### src/rtl/uart_tx_pkg.sv
package uart_tx_pkg;
  localparam int unsigned DATA_MAX = 8;
  localparam int unsigned FRAME_W  = DATA_MAX + 4;
  localparam int unsigned CNT_W    = $clog2(FRAME_W + 1);

  typedef struct packed {
    logic [1:0] word_len;
    logic       par_en;
    logic       par_even;
    logic       stop2;
  } tx_cfg_t;

  typedef struct packed {
    logic [FRAME_W-1:0] bits;
    logic [CNT_W-1:0]   len;
  } tx_frame_t;

  function automatic tx_frame_t build_frame(input logic [DATA_MAX-1:0] data,
                                            input tx_cfg_t cfg);
    tx_frame_t f;
    int unsigned nd;
    logic par;
    nd     = 5 + int'(cfg.word_len);
    f.bits = '1;
    f.bits[0] = 1'b0;
    par = 1'b0;
    for (int unsigned i = 0; i < DATA_MAX; i++) begin
      if (i < nd) begin
        f.bits[1+i] = data[i];
        par = par ^ data[i];
      end
    end
    if (cfg.par_en) f.bits[1+nd] = cfg.par_even ? par : ~par;
    f.len = CNT_W'(1 + nd + (cfg.par_en ? 1 : 0) + (cfg.stop2 ? 2 : 1));
    return f;
  endfunction
endpackage

### src/rtl/tx_hold_reg.sv
module tx_hold_reg #(
  parameter int unsigned DW = 8
) (
  input  logic          clk_i,
  input  logic          rst_ni,
  input  logic          wr_en_i,
  input  logic [DW-1:0] wr_data_i,
  input  logic          xfer_i,
  output logic          full_o,
  output logic [DW-1:0] data_o
);
  always_ff @(posedge clk_i or negedge rst_ni) begin
    if (!rst_ni) begin
      full_o <= 1'b0;
      data_o <= '0;
    end else if (wr_en_i) begin
      // write wins over a same-cycle transfer; shifter already took the old byte
      full_o <= 1'b1;
      data_o <= wr_data_i;
    end else if (xfer_i) begin
      full_o <= 1'b0;
    end
  end

  a_r2_write_fills: assert property (@(posedge clk_i) disable iff (!rst_ni)
    wr_en_i |=> full_o);
  a_r8_last_write_kept: assert property (@(posedge clk_i) disable iff (!rst_ni)
    wr_en_i |=> data_o == $past(wr_data_i));
  a_r3_empty_only_by_xfer: assert property (@(posedge clk_i) disable iff (!rst_ni)
    (full_o && !wr_en_i && !xfer_i) |=> full_o);
endmodule

### src/rtl/tx_shifter.sv
module tx_shifter
  import uart_tx_pkg::*;
(
  input  logic               clk_i,
  input  logic               rst_ni,
  input  logic               tick_i,
  input  logic               hold_full_i,
  input  tx_frame_t          frame_i,
  output logic               xfer_o,
  output logic               busy_o,
  output logic               tx_o
);
  logic [FRAME_W-1:0] shreg_q;
  logic [CNT_W-1:0]   left_q;
  logic               last_bit;

  assign last_bit = busy_o && (left_q == CNT_W'(1));
  assign xfer_o   = tick_i && hold_full_i && (!busy_o || last_bit);
  assign tx_o     = shreg_q[0];

  always_ff @(posedge clk_i or negedge rst_ni) begin
    if (!rst_ni) begin
      shreg_q <= '1;
      left_q  <= '0;
      busy_o  <= 1'b0;
    end else if (tick_i) begin
      if (xfer_o) begin
        shreg_q <= frame_i.bits;
        left_q  <= frame_i.len;
        busy_o  <= 1'b1;
      end else if (busy_o) begin
        shreg_q <= {1'b1, shreg_q[FRAME_W-1:1]};
        left_q  <= left_q - CNT_W'(1);
        if (last_bit) busy_o <= 1'b0;
      end
    end
  end

  a_r11_idle_high: assert property (@(posedge clk_i) disable iff (!rst_ni)
    !busy_o |-> tx_o);
  a_r7_start_on_xfer: assert property (@(posedge clk_i) disable iff (!rst_ni)
    xfer_o |=> (busy_o && !tx_o));
  a_r3_bits_move_on_tick: assert property (@(posedge clk_i) disable iff (!rst_ni)
    !tick_i |=> $stable(tx_o));
endmodule

### src/rtl/uart_tx_status.sv
module uart_tx_status
  import uart_tx_pkg::*;
#(
  parameter int unsigned IE_W    = 4,
  parameter int unsigned IRQ_BIT = 1
) (
  input  logic                clk_i,
  input  logic                rst_ni,
  input  logic                wr_en_i,
  input  logic [DATA_MAX-1:0] wr_data_i,
  input  logic [1:0]          word_len_i,
  input  logic                parity_en_i,
  input  logic                parity_even_i,
  input  logic                stop2_i,
  input  logic [IE_W-1:0]     int_en_i,
  input  logic                baud_tick_i,
  output logic                tx_o,
  output logic [7:0]          line_stat_o,
  output logic                tx_irq_o
);
  logic                hold_full, xfer, busy;
  logic [DATA_MAX-1:0] hold_data;
  tx_cfg_t             cfg;
  tx_frame_t           frame;
  logic                hold_empty, xmit_empty;

  assign cfg   = '{word_len: word_len_i, par_en: parity_en_i,
                   par_even: parity_even_i, stop2: stop2_i};
  assign frame = build_frame(hold_data, cfg);

  tx_hold_reg #(.DW(DATA_MAX)) u_hold (
    .clk_i     (clk_i),
    .rst_ni    (rst_ni),
    .wr_en_i   (wr_en_i),
    .wr_data_i (wr_data_i),
    .xfer_i    (xfer),
    .full_o    (hold_full),
    .data_o    (hold_data)
  );

  tx_shifter u_shift (
    .clk_i       (clk_i),
    .rst_ni      (rst_ni),
    .tick_i      (baud_tick_i),
    .hold_full_i (hold_full),
    .frame_i     (frame),
    .xfer_o      (xfer),
    .busy_o      (busy),
    .tx_o        (tx_o)
  );

  assign hold_empty  = !hold_full;
  assign xmit_empty  = !hold_full && !busy;
  assign line_stat_o = {1'b0, xmit_empty, hold_empty, 5'b0};
  assign tx_irq_o    = int_en_i[IRQ_BIT] && hold_empty;

  a_r3_rise_on_tick: assert property (@(posedge clk_i) disable iff (!rst_ni)
    $rose(line_stat_o[5]) |-> $past(baud_tick_i));
  a_r11_empty_implies_hold: assert property (@(posedge clk_i) disable iff (!rst_ni)
    line_stat_o[6] |-> (line_stat_o[5] && tx_o));
  a_r2_write_clears: assert property (@(posedge clk_i) disable iff (!rst_ni)
    wr_en_i |=> (!line_stat_o[5] && !line_stat_o[6]));
  a_r9_irq_needs_enable: assert property (@(posedge clk_i) disable iff (!rst_ni)
    tx_irq_o |-> int_en_i[IRQ_BIT]);
endmodule

### config.mk
export PLATFORM = sky130hd
export DESIGN_NAME = uart_tx_status
export DESIGN_NICKNAME = d
export VERILOG_FILES = /design/src/rtl/uart_tx_pkg.sv /design/src/rtl/tx_hold_reg.sv /design/src/rtl/tx_shifter.sv /design/src/rtl/uart_tx_status.sv
export SDC_FILE = /design/constraint.sdc
export NUM_CORES = 1
export LEC_CHECK = 0
export CAP_MARGIN = 20
export CORE_UTILIZATION = 47
export CTS_CLUSTER_DIAMETER = 200
export CTS_CLUSTER_SIZE = 12
export DETAILED_ROUTE_END_ITERATION = 6
export PLACE_DENSITY_LB_ADDON = 0.12
export SLEW_MARGIN = 10
export SYNTH_ARGS = -nofsm -noshare
export SYNTH_HDL_FRONTEND = slang
export SYNTH_SLANG_ARGS = --single-unit
### constraint.sdc
create_clock -name clk_i -period 1.6 [get_ports clk_i]
set_clock_uncertainty 0.1 [all_clocks]
set_input_delay 0.32 -clock clk_i [delete_from_list [all_inputs] [get_ports clk_i]]
set_output_delay 0.32 -clock clk_i [all_outputs]
set_load 0.02 [all_outputs]
## Yosys cells after proc, flatten, opt, wreduce, memory -nomap -nowiden

Index checks and enable logic that the tools add are counted.

| word-level totals | value |
|---|---|
| register bits after elaboration | 26 |
| output and inout port bits | 10 |
| word-level logic and storage cells | 73 |

| operators by class | value |
|---|---|
| $add $sub $neg | 5 |
| magnitude comparators | 10 |
| eq/ne operators | 1 |
| muxes and demuxes | 32 |
| bitwise gates (word level) | 8 |
| reduce and logical (&&, ||, !) cells | 12 |

Operator list:

| operator | count |
|---|---|
| two-way mux 12 bit | 3 |
| two-way mux 1 bit | 24 |
| < comparator 3 x 4 -> 1 bit, first input constant | 4 |
| bitwise mux 12 bit | 1 |
| < comparator 1 x 4 -> 1 bit, first input constant | 2 |
| < comparator 2 x 4 -> 1 bit, first input constant | 2 |
| two-way mux 4 bit | 2 |
| bitwise XOR 1 bit | 7 |
| logical AND 1 bit | 6 |
| adder 1 x 4 -> 5 bit, first input constant | 1 |
| >= comparator 5 x 1 -> 1 bit, second input constant | 1 |
| < comparator 5 bit, second input constant | 1 |
| adder 3 x 2 -> 4 bit, first input constant | 1 |
| adder 4 x 1 -> 4 bit | 1 |
| adder 4 x 2 -> 4 bit | 1 |
| demux 1 bit (select 4 bit) | 1 |
| == test 4 x 1 -> 1 bit, second input constant | 1 |
| nonzero test 2 bit | 2 |
| subtractor 4 x 1 -> 4 bit, second input constant | 1 |
| logical NOT 1 bit | 2 |
| two-way mux 2 bit | 1 |
| AND reduction 2 bit | 1 |
| logical OR 1 bit | 1 |
| NOT 1 bit | 1 |

## Depth between registers and ports, before layout

| depth | value |
|---|---|
| depth after elaboration | 22 |
| mapped depth | 9 |
| depth with buffers taken out | 8 |

## Hierarchy

A second synthesis with hierarchy kept.

| second synthesis, totals | value |
|---|---|
| cell total of the unflattened synthesis | 164 |
| area total of the unflattened synthesis | 1809.2 µm² |

Modules (own cells, without submodules):

| module | instances | cells an instance | area each (µm²) | sequential area each (µm²) |
|---|---|---|---|---|
| tx_shifter | 1 | 80 | 948.4 | 440.4 |
| uart_tx_status | 1 | 64 | 491.7 | 0.0 |
| tx_hold_reg | 1 | 20 | 369.1 | 225.2 |

## Worst setup path after synthesis

Ideal clock, no wire load.

| timing path | value |
|---|---|
| path kind | input-to-reg |
| start | input word_len_i[1] |
| end | register u_shift.shreg_q[5] |
| library setup time | 0.086 ns |
| data arrival time | 1.894 ns |
| data required time | 1.414 ns |
| slack | -0.480 ns |
| stages | 8 |
| path buffers | 2 |
| path through | buf_4 > nand2_1 > ha_1 > clkdlybuf4s18_2 > or3_1 > a32o_1 > a21oi_1 > o31ai_2 |

| on the way | value |
|---|---|
| word-level cells in the longest chain between the ends | 22 |
| elaborated cells between the ends (all ways) | 36 |
| classes of those cells | 2 x add/sub; 10 x order compare; 15 x mux; 8 x bitwise; 1 x reduce/logical |

Ends and longest elaborated chain:

| what | line | source |
|---|---|---|
| from (decl) | uart_tx_status.sv:11 | `input logic [1:0] word_len_i,` |
| adder 3 x 2 -> 4 bit * | uart_tx_pkg.sv:23 | `nd = 5 + int'(cfg.word_len);` |
| < comparator 1 x 4 -> 1 bit | uart_tx_pkg.sv:28 | `if (i < nd) begin` |
| two-way mux 1 bit | uart_tx_pkg.sv:28 |  |
| bitwise XOR 1 bit | uart_tx_pkg.sv:30 | `par = par ^ data[i];` |
| two-way mux 1 bit | uart_tx_pkg.sv:28 |  |
| bitwise XOR 1 bit | uart_tx_pkg.sv:30 |  |
| two-way mux 1 bit | uart_tx_pkg.sv:28 |  |
| bitwise XOR 1 bit | uart_tx_pkg.sv:30 |  |
| [6 not listed] | n/a |  |
| two-way mux 1 bit | uart_tx_pkg.sv:28 |  |
| bitwise XOR 1 bit | uart_tx_pkg.sv:30 |  |
| two-way mux 1 bit | uart_tx_pkg.sv:28 |  |
| NOT 1 bit | uart_tx_pkg.sv:33 | `if (cfg.par_en) f.bits[1+nd] = cfg.par_even ? par : ~par;` |
| two-way mux 1 bit | uart_tx_pkg.sv:33 |  |
| bitwise mux 12 bit | uart_tx_pkg.sv:33 |  |
| two-way mux 12 bit * | uart_tx_pkg.sv:33 |  |
| two-way mux 12 bit * | tx_shifter.sv:27 | `if (xfer_o) begin` |
| to (signal assigned) | tx_shifter.sv:28 | `shreg_q <= frame_i.bits;` |
| to (signal assigned) | tx_shifter.sv:32 | `shreg_q <= {1'b1, shreg_q[FRAME_W-1:1]};` |
| to (decl) | tx_shifter.sv:13 | `logic [FRAME_W-1:0] shreg_q;` |

Mark *: on every way between the ends. The rest lies on a longest branch, timed or not.
A chain may end at the register's enable or synchronous reset.

## Worst setup path after layout

| timing path | value |
|---|---|
| start | register u_hold.data_o[4] |
| end | register u_shift.shreg_q[9] |

| on the way | value |
|---|---|
| word-level cells in the longest chain between the ends | 13 |

Ends and longest elaborated chain:

| what | line | source |
|---|---|---|
| from (decl) | tx_hold_reg.sv:10 | `output logic [DW-1:0] data_o` |
| from (signal assigned) | tx_hold_reg.sv:19 | `data_o <= wr_data_i;` |
| bitwise XOR 1 bit * | uart_tx_pkg.sv:30 |  |
| two-way mux 1 bit * | uart_tx_pkg.sv:28 |  |
| bitwise XOR 1 bit | uart_tx_pkg.sv:30 |  |
| two-way mux 1 bit * | uart_tx_pkg.sv:28 |  |
| bitwise XOR 1 bit | uart_tx_pkg.sv:30 |  |
| two-way mux 1 bit * | uart_tx_pkg.sv:28 |  |
| bitwise XOR 1 bit | uart_tx_pkg.sv:30 |  |
| two-way mux 1 bit * | uart_tx_pkg.sv:28 |  |
| NOT 1 bit | uart_tx_pkg.sv:33 |  |
| two-way mux 1 bit * | uart_tx_pkg.sv:33 |  |
| bitwise mux 12 bit * | uart_tx_pkg.sv:33 |  |
| two-way mux 12 bit * | uart_tx_pkg.sv:33 |  |
| two-way mux 12 bit * | tx_shifter.sv:27 |  |

Marks and branches as above.

==> metrics.txt <==
layout cells sized above 1 54.4%; Nets 268; Worst setup SP type flip-flop; Die H 61.7 um; later-pin clock latency in the skew report 0.34 ns; peak supply drop 542 uV; RePlAce Congestion 0.847; DIE WIDTH 61.7 um; Crit Reg-Reg Startpoint u_hold.data_o[4]$_DFFE_PN0P_; Synth-to-Final Area Change 52.7%; Fmax achieved 543 MHz; FFs w/ async S/R, synth 100%; CP required 1.78 ns; Worst EP arrival 2.02 ns; Ports 31; FF+latch count, synth 26; Most Frequent Cell on Critical Path xnor2_2; Pins Over Slew Limit 0; vias 1578; row cnt 21; CTS tree built; post-DP HPWL 2.93 mm; Pleak 1.14 nW; endpoints failing setup 16; multi-input logic area 1130 um2; final instance area 2550 um2; critical path capture point type flip-flop; clock tree root buffer cell clkbuf_4; Iter 0 DRT Violations 92; Warnings, synthesis 0; first-pass GRT wire length 6.86 mm; htree depth 1; Pre-Repair DR Iteration Count 6; fin crit share 115%; path type of the worst setup path reg -> reg; Starting Density 49.7%; DR vias/cell 5.54; RSZ-0062 raised after global routing true; total congestion overflow 0; final wirelength 4.49 mm; final hold vios 0; antenna diode count 0; WHS 0.239 ns; CTS Buffer Depth 2; ys flop type dfrtp_1; clock-pin slew on the worst setup and hold paths 0.15 ns; cts bufs inserted 3; final std cells w/o fill 285; worst min path class in -> async; via count of the first global-routing pass 1511; EDFF count, synth 0; failing checks setup timing; CP max stage cell dfrtp_1; Avg WL per Cell 15.8 um; R2R cell count 6; Avg Cell Area, Syn 9.73 um2; PortBufs 21; GRT Util Overall 25.3%; crit path launch u_hold.data_o[4]$_DFFE_PN0P_; Cell Area, Placed 2210 um2; fin crit period 1.84 ns; max incr delay on CP 0.44 ns; register area 666 um2; Netlist cell types 52; antenna viol nets, final 0; Mapped Area 1670 um2; CP max FO 4; drt drc 0; initial antenna violation count 0; max cap viols 0; DP Cell Count 268; DIE AREA 3800 um2; cells after synthesis 172; cell area power density 1240 nW/um2; worst setup margin -0.241 ns; fill count 257; largest net degree at the start of global routing 27; crit path cell chain xor2_2 > xnor2_2 > xnor2_2 > buf_4 > mux2_4 > o21ai_2; sequential fraction of the synthesis area 39.8%; Clock Sinks 26; outcome finished, violations left; core box area 3360 um2
state kept, by name (all words and copies together), names as in the netlist:
signal	flops
u_hold.data_o	8
u_shift.busy_o	1
u_hold.full_o	1
u_shift.shreg_q	12
u_shift.left_q	4
synth_stat cells, types with 2 or more instances:
master	instances	area, um2
nand2_1	21	78.8
dfrtp_1	14	350
dfstp_2	12	315
nor2_1	10	37.5
buf_4	9	67.6
mux2_2	9	101
o21ai_1	9	45.0
inv_1	7	26.3
nand3_1	6	30.0
a21oi_1	5	25.0
ha_1	5	62.6
o21ai_0	5	25.0
xnor2_1	5	43.8
a31oi_1	4	25.0
nor3_1	4	20.0
buf_2	3	15.0
clkbuf_1	3	11.3
xor2_1	3	26.3
a221oi_1	2	17.5
fa_1	2	40.0
nor2b_1	2	12.5
or3_1	2	12.5
cell families (layout without fill, tap and decap cells):
| kind of cell | after synthesis | in the layout | share of synthesized area [%] |
|---|---|---|---|
| simple gates | 52 | 52 | 15.0 |
| mux | 11 | 11 | 7.33 |
| xor+xnor | 9 | 9 | 5.16 |
| compound gates | 41 | 41 | 17.9 |
| fa+ha+maj | 7 | 7 | 6.13 |
| other cells | 1 | 6 | 0.224 |
| flops | 26 | 26 | 39.8 |
| buf+inv | 25 | 87 | 8.45 |
report_power, final:
group	switching, mW	internal (mW)
clock network	0.213	0.140
logic	0.803	0.900
registers	0.166	0.933
total	1.18	1.97
layout make-up:
cell class	instances	share of cell area, %
Clock buffer	4	1.42
Inverter	8	1.18
Multi-Input combinational cell	126	44.2
Sequential cell	26	26.1
Tap cell	46	2.25
Timing Repair Buffer	75	24.9
critical path: cells and delay by family (launching register included):
family / cells / cell delay [ns]
xor gates and xnor gates: 3 / 0.65
AOI/OAI and AO/OA: 1 / 0.13
DFF: 1 / 0.44
buffers and inverters: 1 / 0.17
muxes: 1 / 0.30
repair_timing:
item,4_1_cts,5_1_grt
hold buffers,0,0
pin swaps,15,12
gates cloned,0,1
buffers inserted,8,4
endpoints found under the setup margin,21,19
gates resized for setup,52,18
cell usage in the layout, fill, tap and decap left out, drive strengths merged, types with 3 or more instances in the layout:
| cell type | instances |
|---|---|
| nor2 | 10 |
| a21oi | 5 |
| buf | 57 |
| nor3 | 4 |
| conb | 6 |
| inv | 8 |
| dfstp | 12 |
| clkdlybuf4s50 | 13 |
| nand3 | 6 |
| mux2 | 10 |
| dfrtp | 14 |
| clkbuf | 5 |
| xnor2 | 6 |
| ha | 5 |
| nand2 | 21 |
| xor2 | 3 |
| o21ai | 14 |
| a31oi | 4 |
layer usage:
metal / GRT usage, % / vias to the layer above / share of wire (%)
met5: 0 / - / 0
met4: 12.4 / 0 / 2.9
met3: 2.94 / 13 / 4.6
met2: 44.2 / 63 / 52
met1: 30.8 / 776 / 40
li1: - / 726 / -
final timing paths:
| check | end | slack [ns] |
|---|---|---|
| hold / removal | u_shift.busy_o$_DFFE_PN0P_ | 0.24 |
| max in group asynchronous | u_shift.shreg_q[10]$_DFFE_PN1P_ | 0.86 |
| min in group clk_i | u_shift.shreg_q[0]$_DFFE_PN1P_ | 0.37 |
| hold reg to reg | u_shift.shreg_q[0]$_DFFE_PN1P_ | 0.37 |
| setup / recovery | u_shift.shreg_q[9]$_DFFE_PN1P_ | -0.24 |
| setup reg to reg | u_shift.shreg_q[9]$_DFFE_PN1P_ | -0.24 |
through the flow:
stage	power [mW]	util, %	TNS [ns]	setup WS, ns
after detailed placement	2.32	65.7	-9.89	-0.812
after global placement	2.25	65.7	-9.10	-0.735
after CTS	2.94	72.7	-1.71	-0.183
after global routing	3.32	75.9	-3.49	-0.301
after floorplan	1.85	-	-1.42	-0.264
final	3.15	75.9	-2.31	-0.241
Note: power is estimated with default switching activity, not from simulation.
